<file path="config.mk">
export PLATFORM = sky130hd
export DESIGN_NAME = gpio_bank_ctl
export DESIGN_NICKNAME = d
export VERILOG_FILES = /design/src/rtl/gpio_bank_pkg.sv /design/src/rtl/gpio_bus_decode.sv /design/src/rtl/gpio_cfg_reg.sv /design/src/rtl/gpio_in_sync.sv /design/src/rtl/gpio_trigger.sv /design/src/rtl/gpio_bank_ctl.sv
export SDC_FILE = /design/constraint.sdc
export NUM_CORES = 1
export LEC_CHECK = 0
export BUFFER_PORTS_ARGS = -buffer_cell sky130_fd_sc_hd__clkbuf_2
export CORE_ASPECT_RATIO = 0.75
export CORE_MARGIN = 2
export CORE_UTILIZATION = 63
export DETAILED_ROUTE_END_ITERATION = 7
export PLACE_DENSITY = 0.83
export SLEW_MARGIN = 20
export SYNTH_ARGS = -nofsm -noshare
export SYNTH_HDL_FRONTEND = slang
export SYNTH_HIERARCHICAL = 1
export SYNTH_SLANG_ARGS = --single-unit
</file>
<file path="constraint.sdc">
create_clock -name clk -period 2.6 [get_ports clk]
set_clock_uncertainty 0.05 [all_clocks]
set_input_delay 0.39 -clock clk [delete_from_list [all_inputs] [get_ports clk]]
set_output_delay 0.39 -clock clk [all_outputs]
set_load 0.01 [all_outputs]
</file>
<file path="src/rtl/gpio_bank_pkg.sv">
package gpio_bank_pkg;

    localparam int BLK_N = 8;
    localparam int BLK_W = 3;
    localparam int OFS_W = 4;

    // block index = address bits [6:4]
    typedef enum logic [2:0] {
        BLK_OUT   = 3'd0,
        BLK_IN    = 3'd1,
        BLK_DRV   = 3'd2,
        BLK_ROUTE = 3'd3,
        BLK_MASK  = 3'd4,
        BLK_LVL   = 3'd5,
        BLK_POL   = 3'd6,
        BLK_PEND  = 3'd7
    } blk_e;

    // access kind = address bits [3:2]
    typedef enum logic [1:0] {
        ACC_LOAD = 2'd0,
        ACC_SET  = 2'd1,
        ACC_CLR  = 2'd2,
        ACC_NONE = 2'd3
    } acc_e;

    // {polarity, level}
    typedef enum logic [1:0] {
        TRIG_FALL = 2'b00,
        TRIG_LOW  = 2'b01,
        TRIG_RISE = 2'b10,
        TRIG_HIGH = 2'b11
    } trig_e;

endpackage

</file>
<file path="src/rtl/gpio_bus_decode.sv">
module gpio_bus_decode
    import gpio_bank_pkg::*;
#(
    parameter int ADDR_W = 8
) (
    input  logic [ADDR_W-1:0] addr,
    input  logic              wr,
    output blk_e              blk,
    output logic              hit,
    output acc_e              acc,
    output logic [BLK_N-1:0]  wr_blk
);
    localparam int TOP_LSB = OFS_W + BLK_W;

    always_comb begin
        blk = blk_e'(addr[TOP_LSB-1:OFS_W]);
        hit = (addr[ADDR_W-1:TOP_LSB] == '0);
        if (addr[1:0] != 2'b00) begin
            acc = ACC_NONE;
        end else begin
            acc = acc_e'(addr[OFS_W-1:OFS_W-2]);
        end
        wr_blk = '0;
        if (wr && hit && (acc != ACC_NONE)) begin
            wr_blk[blk] = 1'b1;
        end
    end

endmodule

</file>
<file path="src/rtl/gpio_cfg_reg.sv">
module gpio_cfg_reg
    import gpio_bank_pkg::*;
#(
    parameter int N       = 32,
    parameter bit LOAD_OK = 1'b1,
    parameter bit SET_OK  = 1'b1
) (
    input  logic         clk,
    input  logic         rst_n,
    input  logic         wr_en,
    input  acc_e         acc,
    input  logic [N-1:0] wdata,
    input  logic [N-1:0] hw_set,
    output logic [N-1:0] q
);
    logic [N-1:0] nxt;

    always_comb begin
        nxt = q;
        if (wr_en) begin
            unique case (acc)
                ACC_LOAD: if (LOAD_OK) nxt = wdata;
                ACC_SET:  if (SET_OK)  nxt = q | wdata;
                ACC_CLR:  nxt = q & ~wdata;
                default:  nxt = q;
            endcase
        end
        // hardware events win over a same-cycle clear
        nxt = nxt | hw_set;
    end

    always_ff @(posedge clk or negedge rst_n) begin
        if (!rst_n) q <= '0;
        else        q <= nxt;
    end

    // a bit may only fall after a clear-alias write (or a load where allowed)
    a_r8_fall_needs_clear: assert property (@(posedge clk) disable iff (!rst_n)
        (($past(q) & ~q) != '0) |->
            $past(wr_en && ((acc == ACC_CLR) || (LOAD_OK && (acc == ACC_LOAD)))));

endmodule

</file>
<file path="src/rtl/gpio_in_sync.sv">
module gpio_in_sync #(
    parameter int N = 32
) (
    input  logic         clk,
    input  logic         rst_n,
    input  logic [N-1:0] pad,
    output logic [N-1:0] cur,
    output logic [N-1:0] prev
);
    logic [N-1:0] meta;

    always_ff @(posedge clk or negedge rst_n) begin
        if (!rst_n) begin
            meta <= '0;
            cur  <= '0;
            prev <= '0;
        end else begin
            meta <= pad;
            cur  <= meta;
            prev <= cur;
        end
    end

endmodule

</file>
<file path="src/rtl/gpio_trigger.sv">
module gpio_trigger
    import gpio_bank_pkg::*;
#(
    parameter int N = 32
) (
    input  logic [N-1:0] cur,
    input  logic [N-1:0] prev,
    input  logic [N-1:0] route,
    input  logic [N-1:0] lvl,
    input  logic [N-1:0] pol,
    output logic [N-1:0] evt
);
    for (genvar p = 0; p < N; p++) begin : g_pin
        trig_e mode;
        logic  fire;

        always_comb begin
            mode = trig_e'({pol[p], lvl[p]});
            unique case (mode)
                TRIG_FALL: fire = prev[p] & ~cur[p];
                TRIG_RISE: fire = cur[p] & ~prev[p];
                TRIG_LOW:  fire = ~cur[p];
                TRIG_HIGH: fire = cur[p];
                default:   fire = 1'b0;
            endcase
            evt[p] = route[p] & fire;
        end
    end

endmodule

</file>
<file path="src/rtl/gpio_bank_ctl.sv">
module gpio_bank_ctl
    import gpio_bank_pkg::*;
#(
    parameter int N      = 32,
    parameter int ADDR_W = 8
) (
    input  logic              clk,
    input  logic              rst_n,
    input  logic [ADDR_W-1:0] bus_addr,
    input  logic [N-1:0]      bus_wdata,
    input  logic              bus_wr,
    input  logic              bus_rd,
    output logic [N-1:0]      bus_rdata,
    input  logic [N-1:0]      pad_in,
    output logic [N-1:0]      pad_out,
    output logic [N-1:0]      pad_oe,
    output logic              irq
);
    blk_e                      blk;
    logic                      hit;
    acc_e                      acc;
    logic [BLK_N-1:0]          wr_blk;
    logic [N-1:0]              cur;
    logic [N-1:0]              prev;
    logic [N-1:0]              evt;
    logic [BLK_N-1:0][N-1:0]   regs;

    gpio_bus_decode #(.ADDR_W(ADDR_W)) u_dec (
        .addr   (bus_addr),
        .wr     (bus_wr),
        .blk    (blk),
        .hit    (hit),
        .acc    (acc),
        .wr_blk (wr_blk)
    );

    gpio_in_sync #(.N(N)) u_sync (
        .clk   (clk),
        .rst_n (rst_n),
        .pad   (pad_in),
        .cur   (cur),
        .prev  (prev)
    );

    gpio_trigger #(.N(N)) u_trig (
        .cur   (cur),
        .prev  (prev),
        .route (regs[BLK_ROUTE]),
        .lvl   (regs[BLK_LVL]),
        .pol   (regs[BLK_POL]),
        .evt   (evt)
    );

    for (genvar b = 0; b < BLK_N; b++) begin : g_blk
        if (b == int'(BLK_IN)) begin : g_in
            assign regs[b] = cur;
        end else begin : g_reg
            localparam bit IS_PEND = (b == int'(BLK_PEND));
            gpio_cfg_reg #(
                .N       (N),
                .LOAD_OK (!IS_PEND),
                .SET_OK  (!IS_PEND)
            ) u_reg (
                .clk    (clk),
                .rst_n  (rst_n),
                .wr_en  (wr_blk[b]),
                .acc    (acc),
                .wdata  (bus_wdata),
                .hw_set (IS_PEND ? evt : {N{1'b0}}),
                .q      (regs[b])
            );
        end
    end

    assign pad_out   = regs[BLK_OUT];
    assign pad_oe    = regs[BLK_DRV];
    assign irq       = |(regs[BLK_PEND] & regs[BLK_MASK]);
    assign bus_rdata = (bus_rd && hit) ? regs[blk] : {N{1'b0}};

    // pad outputs change only after a bus write
    a_r2_pad_out_needs_write: assert property (@(posedge clk) disable iff (!rst_n)
        !$stable(pad_out) |-> $past(bus_wr));

    // a write aimed at the input block leaves the pad controls alone
    a_r4_in_write_inert: assert property (@(posedge clk) disable iff (!rst_n)
        wr_blk[BLK_IN] |=> ($stable(pad_out) && $stable(pad_oe)));

    // no pending bit rises on an unrouted pin
    a_r7_route_gate: assert property (@(posedge clk) disable iff (!rst_n)
        ((regs[BLK_PEND] & ~$past(regs[BLK_PEND]) & ~$past(regs[BLK_ROUTE])) == '0));

    // an active routed level leaves its pending bit set on the next cycle
    a_r6_level_refire: assert property (@(posedge clk) disable iff (!rst_n)
        (($past(regs[BLK_ROUTE] & regs[BLK_LVL] & ~(cur ^ regs[BLK_POL]))
          & ~regs[BLK_PEND]) == '0));

endmodule

</file>
* After elaboration in Yosys (flattened, before gate mapping)
Index checks and enable logic that the tools add are counted.
** Storage, ports and cells
- Bits in registers :: 320
- Output and inout bits :: 97
- Word-level logic and storage cells :: 381
** Cells by class
- Order comparisons :: 2
- Eq/ne operators :: 99
- Muxes and demuxes :: 47
- Bitwise gates (word level) :: 177
- Reductions and logical operators :: 46
** Operator list (count)
- case mux 32 bit (3 select lines) :: 6
- bitwise AND 32 bit :: 8
- bitwise OR 32 bit :: 7
- == test 2 bit (second input constant) :: 65
- two-way mux 32 bit :: 4
- case mux 1 bit (4 select lines) :: 32
- bitwise AND 1 bit :: 96
- binary-select mux 32 bit (select 3 bit) :: 1
- == test 2 x 1 -> 1 bit (second input constant) :: 33
- zero test 2 bit :: 33
- inverter 1 bit :: 65
- inverter 32 bit :: 1
- OR reduction 32 bit :: 1
- AND reduction 2 bit :: 6
- two-way mux 8 bit :: 1
- logical AND 1 bit :: 4
- less-than comparator 3 x 4 -> 1 bit (second input constant) :: 1
- demux 1 bit (select 3 bit) :: 1
- greater-or-equal comparator 3 x 1 -> 1 bit (second input constant) :: 1
- nonzero test 3 bit :: 1
- two-way mux 2 bit :: 1
- != test 2 bit (second input constant) :: 1
- nonzero test 2 bit :: 1
- two-way mux 1 bit :: 1

* Logic depth before layout (Yosys ltp)
Gate-level depths: netlist of run 1.
- Word-level depth :: 7
- Depth in mapped cells :: 7

* Cells and area by module
The synthesis of run 1 kept the hierarchy.
** By module, submodules not included
- gpio_cfg_reg (g_blk[0].g_reg.u_reg ...) :: instances 6, cells each 109, area an instance 1397.6 um2, sequential area each 800.8 um2
- gpio_in_sync :: instances 1, cells each 96, area an instance 2402.3 um2, sequential area each 2402.3 um2
- gpio_bank_ctl :: instances 1, cells each 142, area an instance 2169.6 um2, sequential area each 0.0 um2
- gpio_cfg_reg (g_blk[7].g_reg.u_reg) :: instances 1, cells each 133, area an instance 1295.0 um2, sequential area each 800.8 um2
- gpio_trigger :: instances 1, cells each 160, area an instance 880.8 um2, sequential area each 0.0 um2
- gpio_bus_decode :: instances 1, cells each 21, area an instance 130.1 um2, sequential area each 0.0 um2

* Worst setup path after synthesis of run 1
Ideal clock, no wire load.
- Kind :: input-to-reg
- Start :: in bus_addr[7]
- End :: reg g_blk[0].g_reg.u_reg.q[10]
- Library setup time :: 126 ps
- Arrival time :: 2057 ps
- Data required time :: 2424 ps
- Path slack :: 367 ps
- Stages :: 7
- Path buffers :: 2
- Cells stage by stage :: or4b_1 > buf_2 > nor4_1 > nor2b_4 > buf_4 > o21ai_0 > a221o_1
** Between the ends
- Cells in the longest elaborated chain, start to end :: 5
** Ends and longest elaborated chain
- start, declared :: line gpio_bank_ctl.sv:9 : input logic [ADDR_W-1:0] bus_addr,
- inverter 1 bit :: line gpio_bus_decode.sv:17 : hit = (addr[ADDR_W-1:TOP_LSB] == '0);
- logical AND 1 bit (2 in series) :: line gpio_bus_decode.sv:24 : if (wr && hit && (acc != ACC_NONE)) begin
- two-way mux 8 bit :: line gpio_bus_decode.sv:24
- named net wr_blk[0] :: line gpio_bank_ctl.sv:22 : logic [BLK_N-1:0] wr_blk;
- AND reduction 2 bit (no line)
- end signal, assigned :: line gpio_cfg_reg.sv:34 : else q <= nxt;
- end, declared :: line gpio_cfg_reg.sv:14 : output logic [N-1:0] q
The timed path passes the listed nets, and every way through them passes these cells.
A chain may end at the register's enable or synchronous reset.

* Worst setup path after layout of run 1
- Start :: reg g_blk[4].g_reg.u_reg.q[26]
- End :: out irq
** Between the ends
- Cells in the longest elaborated chain, start to end :: 2
** Ends and longest elaborated chain
- start, declared :: line gpio_cfg_reg.sv:14
- start signal, assigned :: line gpio_cfg_reg.sv:34
- bitwise AND 32 bit :: line gpio_bank_ctl.sv:77 : assign irq = |(regs[BLK_PEND] & regs[BLK_MASK]);
- OR reduction 32 bit :: line gpio_bank_ctl.sv:77
- end, declared :: line gpio_bank_ctl.sv:17 : output logic irq
No other way between the ends.

==> impl_results.md, run 1 <==
- Warnings, synthesis: 6
- Crit path max-delay cell type: or4_4
- IO Count: 173
- Clock Sinks: 320
- Crit path kind: flip-flop to primary output
- Gpl congestion: 0.846
- I/O Buffers: between 150 and 200
- Die Ht: 139 µm
- Setup TNS: 0 ps
- Core area: 23,800 µm²
- Initial drt markers: 1,443
- Setup Viol. Count Final: 0
- Num CTS Buffers: 31
- Initial antenna violation count: 0
- Tightest Pin Transition: 602 ps
- Die area: 25,500 µm²
- Total grt overflow: 0
- Leak pwr: 7.02 nW
- Root Buffer Master: clkbuf_16
- FMAX: just under 0.4 GHz
- Final Cycle Share: 0.994
- Total Wirelength: 45.4 mm
- R2r setup slk: 1330 ps
- N_diodes: 0
- Worst path cell trace: a22oi_2 -> nand4_1 -> or4_4 -> clkbuf_2
- Peak VDD IR: 0.000673 V
- First-pass GRT wire length: 70.7 mm
- Nets@finish: 1,677
- Startpoint Class: flip-flop
- Initial core utilization: 0.640
- Post-Synthesis Cells: ~1,200
- Clk_lat worst skew: between 500 and 600 ps
- Area Growth Syn to Fin: 22.3%
- Pre-antenna DRT Iters: 6
- DR vias: 12,760
- Dpl hpwl: between 20 and 30 mm
- Max Slew Vio Count: 0
- Largest net degree at the start of global routing: 70
- Worst slew margin: 0.599
- Overall global routing resource usage: 0.357
- Critical Path RT: ~2200 ps
- PnR worst setup slack: between 15 and 20 ps
- DRC viols: 0
- CTS tree: built
- Worst path max stage delay: 590 ps
- Cell Pwr Density: 562 nW/µm²
- Hold Fails Final Rpt: 0
- Drt wl/cell: 23.5 µm
- Fin util: 0.782
- Outcome: complete, no violations
- Antenna viol nets, final: 0
- Unrepaired setup endpoints after global routing: false
- Share of cells above drive strength 1: 0.206
- CTS H-Tree Depth: 1
- Number of max-cap violations: 0
- WP data arrival: 2140 ps
- CTS max path bufs: 3
- Mean post-synth cell area: approximately 13 µm²
- Reg clk slew, reported paths: 60 ps
- Place WS: approximately 42 ps
- Worst Setup End Kind: primary output
- HP Class: input pin to flip-flop
- Via density per instance: 6.62
- Tmin final: 2580 ps
- Rows: 49
- CP max FO: 3
- Cell Area, Synth: 15,300 µm²
- Vias in the first global route: 13,020
- Die span in x: 184 µm
## layer usage
layer  vias to the layer above  GRT usage  part of all wire
li1                       5435          -                 -
met1                      6366      0.475              0.39
met2                       792      0.571              0.47
met3                       167     0.0767             0.095
met4                         0      0.163             0.044
met5                         -          0                 0
## critical path: cells and delay by family (launching register included)
family / cells / cell delay [ps]
and+or+nand+nor: 2 / 760
DFF: 1 / 420
AOI/OAI and AO/OA: 1 / 250
buffers and inverters: 1 / 150
## power by group
| part | total (W) | switching, W | internal [W] |
|---|---|---|---|
| sequential | 0.00511 | 0.0000576 | 0.00506 |
| clock | 0.00463 | 0.00189 | 0.00274 |
| combinational | 0.000743 | 0.000487 | 0.000256 |
| total | 0.0105 | 0.00244 | 0.00805 |
## per-stage QoR
| stage | instance area, µm² | hold WS (ps) | std cells | power, W |
|---|---|---|---|---|
| CTS | 18600 | 131 | 1925 | 0.0105 |
| global route | 18700 | 145 | 1928 | 0.0108 |
| finish | 18700 | 154 | 1928 | 0.0105 |
| floorplan | 16000 | 44.4 | 1396 | 0.00548 |
| global placement | 17200 | 282 | 1838 | 0.00587 |
| detailed placement | 17200 | 286 | 1838 | 0.00588 |
## path summary, 6_finish.rpt
path                                       startpoint                          to  depth (start not counted)
max in group asynchronous                       rst_n  g_blk[5].g_reg.u_reg/q[11]                          3
hold reg to reg                       u_sync/meta[19]              u_sync/cur[19]                          0
setup / recovery           g_blk[4].g_reg.u_reg/q[26]                         irq                          4
setup reg to reg                       u_sync/cur[21]  g_blk[7].g_reg.u_reg/q[21]                          5
min in group asynchronous                       rst_n               u_sync/cur[8]                          2
hold / removal                           bus_wdata[6]   g_blk[7].g_reg.u_reg/q[6]                          2
## flip-flops by register name, indices dropped and copies added (netlist names)
register             cells
u_sync/cur              32
u_sync/prev             32
g_blk.g_reg.u_reg/q    224
u_sync/meta             32
## placed cells by master (no fill, tap or decap), types with 4 or more instances in the layout
master / count
clkbuf_1: 6
nor3_1: 6
clkbuf_8: 6
conb_1: 192
o21ai_0: 108
buf_12: 28
a221o_1: 192
nand4_1: 4
a22o_1: 32
nand3_1: 32
a22oi_1: 9
a21boi_1: 32
clkinv_2: 6
mux4_1: 28
clkbuf_16: 31
a31oi_1: 32
clkbuf_2: 169
nor2_1: 64
o21ai_1: 116
dfrtp_1: 320
nand2b_1: 34
bufinv_16: 4
buf_4: 29
dlygate4sd3_1: 33
a22oi_2: 7
mux4_2: 36
nor2b_4: 12
inv_1: 39
## timing repair
action	CTS	global route
endpoints found under the setup margin	1	1
hold buffers	33	0
hold endpoints to repair	94	0
pin swaps	1	4
resized for setup	4	4
setup buffers	0	3
## area by class of cell
type	instances	area, µm²
clock inverter	11	159
inverter	39	146
clock buffer	43	881
tap	306	383
sequential	320	8010
multi-input combinational	948	7110
timing repair buffer	261	1970
fill	1430	5190
Power figures use the tool's default switching activity.
==> run 2: changes to the inputs <==
PLACE_DENSITY = unset   (was 0.83)
PLACE_DENSITY_LB_ADDON = 0.3   (was unset)
==> impl_results.md, run 2 (synthesis results as in run 1) <==
- Outcome: complete, but fails checks
- Failing checks: negative setup slack
- Dpl hpwl: 28.8 mm (+1.8%)
- Die area: 25,500 µm² (unchanged)
- Core area: 23,800 µm² (unchanged)
- Largest net degree at the start of global routing: 71 (+1.4%)
- Via density per instance: 6.73 (+1.7%)
- Cell Pwr Density: 542 nW/µm² (-3.7%)
- Tmin final: 2610 ps (+24.3 ps)
- Tightest Pin Transition: 623 ps (+21.1 ps)
- Unrepaired setup endpoints after global routing: true
- Final Cycle Share: 1.00 (+0.00934)
- R2R Path Start: u_sync/cur[0]
- Top reg by flops: g_blk.g_reg.u_reg/q
- Start point of the critical path: g_blk[7].g_reg.u_reg/q[28]
- I/O Buffers: 172 (unchanged)
- N_diodes: 0 (unchanged)
- Commonest non-fill, non-tap cell in the layout: dfrtp_1
- Rows: 49 (unchanged)
- Root Buffer Master: clkbuf_16
- CTS tree: built
- Worst Setup End Kind: primary output
- R2r setup slk: 1210 ps (-120 ps)
- Startpoint Class: flip-flop
- Initial antenna violation count: 0 (unchanged)
- Setup Viol. Count Final: 1 (+1)
- Total Wirelength: 46.0 mm (+1.3%)
- Number of max-cap violations: 0 (unchanged)
- Hold Fails Final Rpt: 0 (unchanged)
- IO Count: 173 (unchanged)
- Vias in the first global route: 13,144 (+0.95%)
- CP max FO: 3 (unchanged)
- CTS max path bufs: 3 (unchanged)
- Overall global routing resource usage: 0.364 (+0.00672)
- Antenna viol nets, final: 0 (unchanged)
- Commonest cells after routing, fill and taps aside: dfrtp_1, a221o_1, conb_1
- Leak pwr: 6.96 nW (-0.89%)
- Drt wl/cell: 23.9 µm (+1.5%)
- Max FFs per register: 224 (unchanged)
- Initial drt markers: 1,434 (-0.62%)
- Clk_lat worst skew: 550 ps (about the same)
- WP data arrival: 2170 ps (+30 ps)
- Reg clk slew, reported paths: 60 ps (about the same)
- Die Ht: 139 µm (unchanged)
- Num CTS Buffers: 31 (unchanged)
- Setup TNS: -9.03 ps (-9.03 ps)
- First-pass GRT wire length: 71.8 mm (+1.5%)
- Initial core utilization: 0.640 (unchanged)
- HP Class: input pin to flip-flop
- Area Growth Syn to Fin: 21.2%
- Gpl congestion: 0.851 (+0.50%)
- Clock Sinks: 320 (unchanged)
- DR vias: 12,956 (+1.5%)
- Worst slew margin: 0.585 (-0.0141)
- Die span in x: 184 µm (unchanged)
- Total grt overflow: 0 (unchanged)
- Worst R2R End: g_blk[7].g_reg.u_reg/q[0]
- FMAX: 0.383 GHz (-0.93%)
- Max Slew Vio Count: 0 (unchanged)
- DRC viols: 0 (unchanged)
- Share of cells above drive strength 1: 0.203 (-0.00332)
- FF-to-FF path depth: 5 (unchanged)
- Setup crit end: irq
- Place WS: -10.2 ps (-52.2 ps)
- PnR worst setup slack: -9.03 ps (-24.3 ps)
- Pre-antenna DRT Iters: 6 (unchanged)
- Critical Path RT: 2160 ps (about the same)
- CTS H-Tree Depth: 1 (unchanged)
- Crit path kind: flip-flop to primary output
- Peak VDD IR: 0.000533 V (-21%)
- Nets@finish: 1,676 (-0.060%)
run 2: cell types whose count changed in the layout (fill, tap and decap cells not counted):
cell,delta
a22oi_2,-2
clkbuf_1,+1
clkbuf_8,-1
clkinv_4,-1
a22oi_1,+2
buf_12,-2
buf_6,+1
clkbuf_2,-1
clkinv_2,+3
bufinv_16,-4
buf_4,+1
run 2: power by group:
part | internal [W] | leakage, nW | total (W) | switching (W)
clock network | 0.00231 | 0.461 | 0.00416 | 0.00185
logic | 0.000257 | 3.42 | 0.000745 | 0.000488
registers | 0.00506 | 3.08 | 0.00511 | 0.0000569
run 2: worst min path at each step:
stage / from / slack (ps) / endpoint / cells after the start
6_report: bus_wdata[1] / 160 / g_blk[7].g_reg.u_reg/q[1] / 2
5_1_grt: bus_wdata[9] / 170 / g_blk[7].g_reg.u_reg/q[9] / 2
2_1_floorplan: rst_n / 40 / g_blk[0].g_reg.u_reg/q[0] / 0
3_5_place_dp: u_sync/meta[16] / 280 / u_sync/cur[16] / 0
3_3_place_gp: u_sync/meta[20] / 280 / u_sync/cur[20] / 0
4_1_cts: bus_wdata[1] / 140 / g_blk[7].g_reg.u_reg/q[1] / 2
run 2: what timing repair did:
item	4_1_cts	5_1_grt
setup buffers	0	1
pin swaps	1	3
gates resized for setup	4	4
endpoints found under the setup margin	1	1
endpoints found under the hold margin	93	0
hold buffers	33	0
run 2: final cells by class:
cell class | instances | area [µm²]
fill | 1454 | 5350
timing repair buffer | 260 | 1950
multi-input combinational | 948 | 7100
tap | 306 | 383
clock inverter | 9 | 45.0
clock buffer | 43 | 871
sequential | 320 | 8010
inverter | 39 | 146
run 2: layer usage:
metal,up-vias,share of wire,wire [µm],global-route usage
met2,833,0.49,22400,0.592
met5,-,0,0,0
met4,0,0.038,1750,0.156
met1,6532,0.39,17700,0.494
met3,150,0.090,4130,0.0575
li1,5441,-,-,-
run 2: critical path, cell delays in order, from the launching register on:
cell,delay [ps]
dfrtp_1,410
a22oi_2,350
nand4_1,140
or4_4,580
buf_6,140
run 2: metrics by stage:
stage	hold WS (ps)	power [W]	util	instances	instance area, µm²
3_5_place_dp	285	0.00589	0.722	1839	17200
5_1_grt	173	0.0103	0.776	1925	18500
4_1_cts	142	0.0100	0.775	1924	18500
3_3_place_gp	283	0.00587	0.722	1839	17200
6_report	156	0.0100	0.776	1925	18500
2_1_floorplan	44.4	0.00548	-	1396	16000
